$ cat src/rtl/pp_pkg.sv
package pp_pkg;
  localparam int unsigned PP_OFF_W = 8;
  localparam int unsigned PP_LANES = 1 << PP_OFF_W;

  typedef enum logic [1:0] {
    SQ_IDLE,
    SQ_SCAN,
    SQ_READ,
    SQ_MERGE
  } seq_state_e;
endpackage

$ cat src/rtl/pp_lane_buffer.sv
module pp_lane_buffer #(
  parameter int unsigned OFF_W = pp_pkg::PP_OFF_W,
  localparam int unsigned LANES = 1 << OFF_W
) (
  input  logic             clk,
  input  logic             rst,
  input  logic             clr,
  input  logic             wr_en,
  input  logic [OFF_W-1:0] wr_idx,
  input  logic [7:0]       wr_data,
  input  logic [OFF_W-1:0] rd_idx,
  output logic [7:0]       rd_data,
  output logic [LANES-1:0] lane_mask
);
  logic [7:0] store [LANES];
  logic [7:0] rd_q;

  // data storage: one write port, one registered read port, no reset
  always_ff @(posedge clk) begin
    if (wr_en) store[wr_idx] <= wr_data;
    rd_q <= store[rd_idx];
  end

  // written-lane mask, cleared at each command start
  always_ff @(posedge clk) begin
    if (rst || clr) lane_mask <= '0;
    else if (wr_en) lane_mask[wr_idx] <= 1'b1;
  end

  assign rd_data = rd_q;
endmodule

$ cat src/rtl/pp_commit_seq.sv
module pp_commit_seq #(
  parameter int unsigned ADDR_W = 19,
  parameter int unsigned OFF_W  = pp_pkg::PP_OFF_W,
  localparam int unsigned LANES  = 1 << OFF_W,
  localparam int unsigned PAGE_W = ADDR_W - OFF_W
) (
  input  logic              clk,
  input  logic              rst,
  input  logic              start,
  input  logic [PAGE_W-1:0] page,
  input  logic [LANES-1:0]  lane_mask,
  input  logic [7:0]        buf_data,
  output logic [OFF_W-1:0]  lane_idx,
  output logic              mem_rd_en,
  output logic [ADDR_W-1:0] mem_rd_addr,
  input  logic [7:0]        mem_rd_data,
  output logic              mem_wr_en,
  output logic [ADDR_W-1:0] mem_wr_addr,
  output logic [7:0]        mem_wr_data,
  output logic              scan_done
);
  import pp_pkg::*;

  seq_state_e       state;
  logic [OFF_W-1:0] idx;
  logic             last_lane;

  assign last_lane = (idx == OFF_W'(LANES - 1));
  assign lane_idx  = idx;

  always_ff @(posedge clk) begin
    if (rst) begin
      state       <= SQ_IDLE;
      idx         <= '0;
      mem_rd_en   <= 1'b0;
      mem_rd_addr <= '0;
      mem_wr_en   <= 1'b0;
      mem_wr_addr <= '0;
      mem_wr_data <= '0;
      scan_done   <= 1'b0;
    end else begin
      mem_rd_en <= 1'b0;
      mem_wr_en <= 1'b0;
      scan_done <= 1'b0;
      case (state)
        SQ_IDLE: begin
          if (start) begin
            idx   <= '0;
            state <= SQ_SCAN;
          end
        end
        SQ_SCAN: begin
          if (lane_mask[idx]) begin
            mem_rd_en   <= 1'b1;
            mem_rd_addr <= {page, idx};
            state       <= SQ_READ;
          end else if (last_lane) begin
            state     <= SQ_IDLE;
            scan_done <= 1'b1;
          end else begin
            idx <= idx + 1'b1;
          end
        end
        SQ_READ: begin
          // array samples the read address at the end of this cycle
          state <= SQ_MERGE;
        end
        SQ_MERGE: begin
          mem_wr_en   <= 1'b1;
          mem_wr_addr <= {page, idx};
          mem_wr_data <= mem_rd_data & buf_data;
          if (last_lane) begin
            state     <= SQ_IDLE;
            scan_done <= 1'b1;
          end else begin
            idx   <= idx + 1'b1;
            state <= SQ_SCAN;
          end
        end
        default: state <= SQ_IDLE;
      endcase
    end
  end
endmodule

$ cat src/rtl/pp_busy_timer.sv
module pp_busy_timer #(
  parameter int unsigned CYCLES = 1000,
  localparam int unsigned CNT_W = (CYCLES < 2) ? 1 : $clog2(CYCLES)
) (
  input  logic clk,
  input  logic rst,
  input  logic start,
  output logic running,
  output logic last,
  output logic expire
);
  logic [CNT_W-1:0] cnt;

  assign last = running && (cnt == CNT_W'(CYCLES - 1));

  always_ff @(posedge clk) begin
    if (rst) begin
      running <= 1'b0;
      cnt     <= '0;
      expire  <= 1'b0;
    end else begin
      expire <= 1'b0;
      if (start) begin
        running <= 1'b1;
        cnt     <= '0;
      end else if (last) begin
        running <= 1'b0;
        expire  <= 1'b1;
      end else if (running) begin
        cnt <= cnt + 1'b1;
      end
    end
  end
endmodule

$ cat src/rtl/pp_page_program.sv
module pp_page_program #(
  parameter int unsigned ADDR_W      = 19,
  parameter int unsigned OFF_W       = pp_pkg::PP_OFF_W,
  parameter int unsigned PROG_CYCLES = 1000
) (
  input  logic              clk,
  input  logic              rst,
  input  logic              pp_begin,
  input  logic [ADDR_W-1:0] pp_addr,
  input  logic              pp_byte_vld,
  input  logic [7:0]        pp_byte,
  input  logic              cs_rise,
  input  logic              cs_aligned,
  input  logic              wel,
  input  logic              page_prot,
  output logic              mem_rd_en,
  output logic [ADDR_W-1:0] mem_rd_addr,
  input  logic [7:0]        mem_rd_data,
  output logic              mem_wr_en,
  output logic [ADDR_W-1:0] mem_wr_addr,
  output logic [7:0]        mem_wr_data,
  output logic              busy,
  output logic              done
);
  localparam int unsigned LANES  = 1 << OFF_W;
  localparam int unsigned PAGE_W = ADDR_W - OFF_W;

  logic              collecting;
  logic              got_byte;
  logic [PAGE_W-1:0] page_q;
  logic [OFF_W-1:0]  ptr_q;
  logic              busy_q;
  logic              open_cmd;
  logic              accept;
  logic              lb_wr;
  logic [7:0]        lb_rd_data;
  logic [LANES-1:0]  lb_mask;
  logic [OFF_W-1:0]  seq_idx;
  logic              scan_done;
  logic              tmr_running;
  logic              tmr_last;
  logic              tmr_expire;

  assign open_cmd = pp_begin && !busy_q;
  assign lb_wr    = collecting && pp_byte_vld;
  assign accept   = cs_rise && collecting && cs_aligned && got_byte && wel && !page_prot;

  // data-phase tracking: page latch, wrapping offset pointer, byte seen flag
  always_ff @(posedge clk) begin
    if (rst) begin
      collecting <= 1'b0;
      got_byte   <= 1'b0;
      page_q     <= '0;
      ptr_q      <= '0;
    end else if (open_cmd) begin
      collecting <= 1'b1;
      got_byte   <= 1'b0;
      page_q     <= pp_addr[ADDR_W-1:OFF_W];
      ptr_q      <= pp_addr[OFF_W-1:0];
    end else if (cs_rise) begin
      collecting <= 1'b0;
    end else if (lb_wr) begin
      got_byte <= 1'b1;
      ptr_q    <= ptr_q + 1'b1;
    end
  end

  always_ff @(posedge clk) begin
    if (rst)           busy_q <= 1'b0;
    else if (accept)   busy_q <= 1'b1;
    else if (tmr_last) busy_q <= 1'b0;
  end

  pp_lane_buffer #(.OFF_W(OFF_W)) u_lanes (
    .clk       (clk),
    .rst       (rst),
    .clr       (open_cmd),
    .wr_en     (lb_wr),
    .wr_idx    (ptr_q),
    .wr_data   (pp_byte),
    .rd_idx    (seq_idx),
    .rd_data   (lb_rd_data),
    .lane_mask (lb_mask)
  );

  pp_commit_seq #(.ADDR_W(ADDR_W), .OFF_W(OFF_W)) u_seq (
    .clk         (clk),
    .rst         (rst),
    .start       (accept),
    .page        (page_q),
    .lane_mask   (lb_mask),
    .buf_data    (lb_rd_data),
    .lane_idx    (seq_idx),
    .mem_rd_en   (mem_rd_en),
    .mem_rd_addr (mem_rd_addr),
    .mem_rd_data (mem_rd_data),
    .mem_wr_en   (mem_wr_en),
    .mem_wr_addr (mem_wr_addr),
    .mem_wr_data (mem_wr_data),
    .scan_done   (scan_done)
  );

  pp_busy_timer #(.CYCLES(PROG_CYCLES)) u_tmr (
    .clk     (clk),
    .rst     (rst),
    .start   (scan_done),
    .running (tmr_running),
    .last    (tmr_last),
    .expire  (tmr_expire)
  );

  assign busy = busy_q;
  assign done = tmr_expire;
endmodule

$ cat config.mk
export PLATFORM = sky130hd
export DESIGN_NAME = pp_page_program
export DESIGN_NICKNAME = d
export VERILOG_FILES = /design/src/rtl/pp_pkg.sv /design/src/rtl/pp_lane_buffer.sv /design/src/rtl/pp_commit_seq.sv /design/src/rtl/pp_busy_timer.sv /design/src/rtl/pp_page_program.sv
export SDC_FILE = /design/constraint.sdc
export NUM_CORES = 2
export LEC_CHECK = 0
export ABC_AREA = 0
export BUFFER_PORTS_ARGS = -buffer_cell sky130_fd_sc_hd__buf_2
export CAP_MARGIN = 25
export CORE_MARGIN = 2
export CORE_UTILIZATION = 45
export DETAILED_ROUTE_END_ITERATION = 8
export SLEW_MARGIN = 20
export SYNTH_ARGS = -nofsm -noshare
export SYNTH_HDL_FRONTEND = slang
export SYNTH_SLANG_ARGS = --single-unit
$ cat constraint.sdc
create_clock -name clk -period 5.5 [get_ports clk]
set_input_delay 1.1 -clock clk [delete_from_list [all_inputs] [get_ports clk]]
set_output_delay 1.1 -clock clk [all_outputs]
set_load 0.1 [all_outputs]
==> results.cfg <==
[yosys]
syn_area_per_cell_sq_um = 19.8
synth_flop_cell = edfxtp_1
synth-seq-cells = 2405
yosys-top-cells-area = edfxtp_1 (67%), mux4_2 (18%), dfxtp_1 (7.7%)
synth-edff-count = 2048
ys_types = 64
synth_most_common_cell = edfxtp_1
yosysTopAreaCell = edfxtp_1
postSynthCellCount = 4649
ys_seq_area_share_pct = 74.4
syn_area_sq_mm = 0.0923
yosysWarnings = 0
synthArstFlopShare_pct = 0
synth_common_cells = edfxtp_1 (2048), nor2_1 (775), mux4_2 (725)
netlist.area_leader.share_pct = 66.6
synth_nets = 4698

[place]
place_congestion = 0.806
preCtsSetupSlack_ps = 1040
port-buffer-count = 92
dpl.hpwl_mm = 144

[layout]
multi_input_area_sq_mm = 0.0223
area_delta_synth_final_pct = 14.1
regArea_sq_mm = 0.0687
fin_nets = 5042
fillCellCount = 16100
drive_gt1_share_pct = 29.2

[power]
p_int_mw = 29.2
clkPwrFrac_pct = 44.4
p_switching_mw = 7.27
combPwrFrac_pct = 1.3
power_density_mw_per_mm2 = 347
p_leak_nw = 32.6
ir_drop_uv = 314
p_sw_share_pct = 19.9
seqPwrFrac_pct = 54.2

[sta]
rsz0062_at_grt = false
finClkSkew_ps = 54.7
finalCriticalPeriod_ps = 4380
fin_ws_ps = 1120
setup_viol = 0
fin_crit_sh_pct = 79.7
worst_pin_slew_ps = 1140
slew_headroom_pct = 23.8
maxClockFrequency_ghz = 0.228
drv_slew = 0
hold_violations = 0
totalNegativeSetupSlack_ps = 0

[cts]
clock_sinks = 2405
cts_tree = done
cts.clk_slew.worst_paths_ps = 60
h-tree-depth = 4
cts_setup_buffers = 0
clockBufferDepth = 3
cts_resized = 0
root_buffer = clkbuf_16
ctsHoldBuffers = 0
numCtsBuffers = 236
clk_latency_ps = 890

[route]
routedWlPerCell_microns = 29.6
first_pass_iters = 5
route.vias.total = 46200
drt-initial-drc-count = 5550
drt-vias-per-instance = 5.85
routed_wl_mm = 233
ant_nets = 0
drc = 0

[die]
io_pins = 93
initial_core_util_pct = 45.2
die-area_sq_mm = 0.209
rows = 166
die_h_microns = 457
die_x_microns = 457
fp.coreArea_sq_mm = 0.204

[critical_path]
r2r_start = u_seq.lane_idx[2]$_SDFFE_PP0P_
crit_path_max_fanout = 54
reg2reg_depth = 8
path_cells = buf_12, and2_1, a21oi_1, a221o_1, a222oi_1, nand3b_1, a311o_1, a31oi_1
path_class = reg2reg
arrival_ps = 5160
cp_slowest_cell = dfxtp_4
cp-start-kind = register
worst_ep_required_time_ps = 6280
max_stage_delay_ps = 1010
crit_path_start = u_seq.lane_idx[2]$_SDFFE_PP0P_
end_kind = register

[worst_hold_path]
hold_depth = 2
min-delay-start = u_seq.mem_wr_data[6]$_SDFFE_PP0P_
hold_path.class = reg2reg

[global_routing]
antenna_found_initial = 9
grt_pass1_vias = 45900
track_usage_pct = 22.3
grt_pass1_wl_mm = 336
grt_overflow_total = 0
grt_start_max_net_pins = 141

[outcome]
status = completed

[flow_run]
drv_cap = 0
-- cells in the final DEF (no fill, tap or decap), types with 5 or more instances in the layout --
| cell type | count |
|---|---|
| o21ai_0 | 6 |
| ha_1 | 6 |
| xor2_1 | 10 |
| nor2b_1 | 18 |
| clkbuf_8 | 33 |
| buf_12 | 24 |
| mux2_2 | 8 |
| a31oi_1 | 6 |
| mux2i_1 | 60 |
| and2_1 | 6 |
| clkbuf_1 | 61 |
| nor2_1 | 774 |
| dfxtp_1 | 350 |
| nand2b_1 | 6 |
| clkinv_2 | 39 |
| nor3_1 | 7 |
| o22ai_1 | 6 |
| edfxtp_1 | 2048 |
| clkbuf_16 | 244 |
| inv_1 | 5 |
| nand4_1 | 10 |
| nand3_1 | 21 |
| buf_4 | 262 |
| buf_8 | 5 |
| a21oi_1 | 53 |
| nand2_1 | 114 |
| clkinv_1 | 45 |
| a211oi_1 | 13 |
| bufinv_16 | 18 |
| o21ba_2 | 30 |
| mux4_2 | 725 |
| buf_2 | 83 |
| and3_1 | 5 |
| nand2_2 | 17 |
-- final timing paths --
path | slack [ps] | endpoint
worst max-delay path | 1120 | u_seq.lane_idx[4]$_SDFFE_PP0P_
worst min-delay path | 450 | u_seq.mem_wr_data[6]$_SDFFE_PP0P_
worst max register to register | 1120 | u_seq.lane_idx[4]$_SDFFE_PP0P_
worst min register to register | 450 | u_seq.mem_wr_data[6]$_SDFFE_PP0P_
-- critical path: cells and delay by family (launching register included) --
family	cells	cell delay [ps]
AOI/OAI and AO/OA	5	1770
buffers and inverters	1	430
DFF	1	1010
and+or+nand+nor	2	1080
-- stage by stage --
| stage | hold slack, ps | util [%] | cells | cell area [sq um] | power [mW] |
|---|---|---|---|---|---|
| final | 448 | 51.6 | 7895 | 105000 | 36.5 |
| after global routing | 437 | 51.6 | 7895 | 105000 | 37.5 |
| after CTS | 397 | 51.6 | 7890 | 105000 | 36.7 |
| after detailed placement | 442 | 47.7 | 7439 | 97400 | 20.7 |
| after global placement | 435 | 47.7 | 7437 | 97300 | 20.6 |
| after floorplan | 428 | - | 4649 | 92300 | 20.3 |
-- flip-flops by register name, summed over array words and instances, names as in the netlist, 8 cells and up, named ones only --
signal,cells
ptr_q,8
u_lanes.lane_mask,256
u_tmr.cnt,10
u_seq.mem_wr_addr,19
u_seq.mem_wr_data,8
u_lanes.rd_data,8
u_seq.mem_rd_addr,19
u_lanes.store,2048
u_seq.lane_idx,8
page_q,11
-- power by group through the flow --
stage / Sequential, mW / Clock (mW) / Combinational, mW
final: 19.8 / 16.2 / 0.477
after global routing: 19.8 / 17.2 / 0.513
after CTS: 19.8 / 16.5 / 0.484
after detailed placement: 20.2 / 0 / 0.486
after global placement: 20.2 / 0 / 0.467
after floorplan: 20.2 / 0 / 0.110
-- area by class of cell --
type | instances | share of cell area, %
Antenna cell | 1 | 0.00238
Clock buffer | 335 | 6.41
Clock inverter | 116 | 1.07
Inverter | 8 | 0.0356
Multi-Input combinational cell | 1963 | 21.2
Sequential cell | 2405 | 65.2
Tap cell | 2688 | 3.19
Timing Repair Buffer | 379 | 2.87
-- layer usage --
metal	wire length [microns]	share of wire, %	GRT usage [%]	vias to the layer above
met2	113000	48	35.4	1793
met5	9	0.0039	0	-
met3	17100	7.3	3.79	266
met1	98400	42	32.4	24700
li1	-	-	-	19300
met4	5110	2.2	5.46	2
-- cells by family after synthesis --
family	share of synthesized area (%)
compound gates	1.20
xor+xnor	0.133
fa+ha+maj	0.0814
buf+inv	1.46
flops	74.4
mux	18.4
simple gates	4.28
Note: power is estimated with default switching activity, not from simulation.
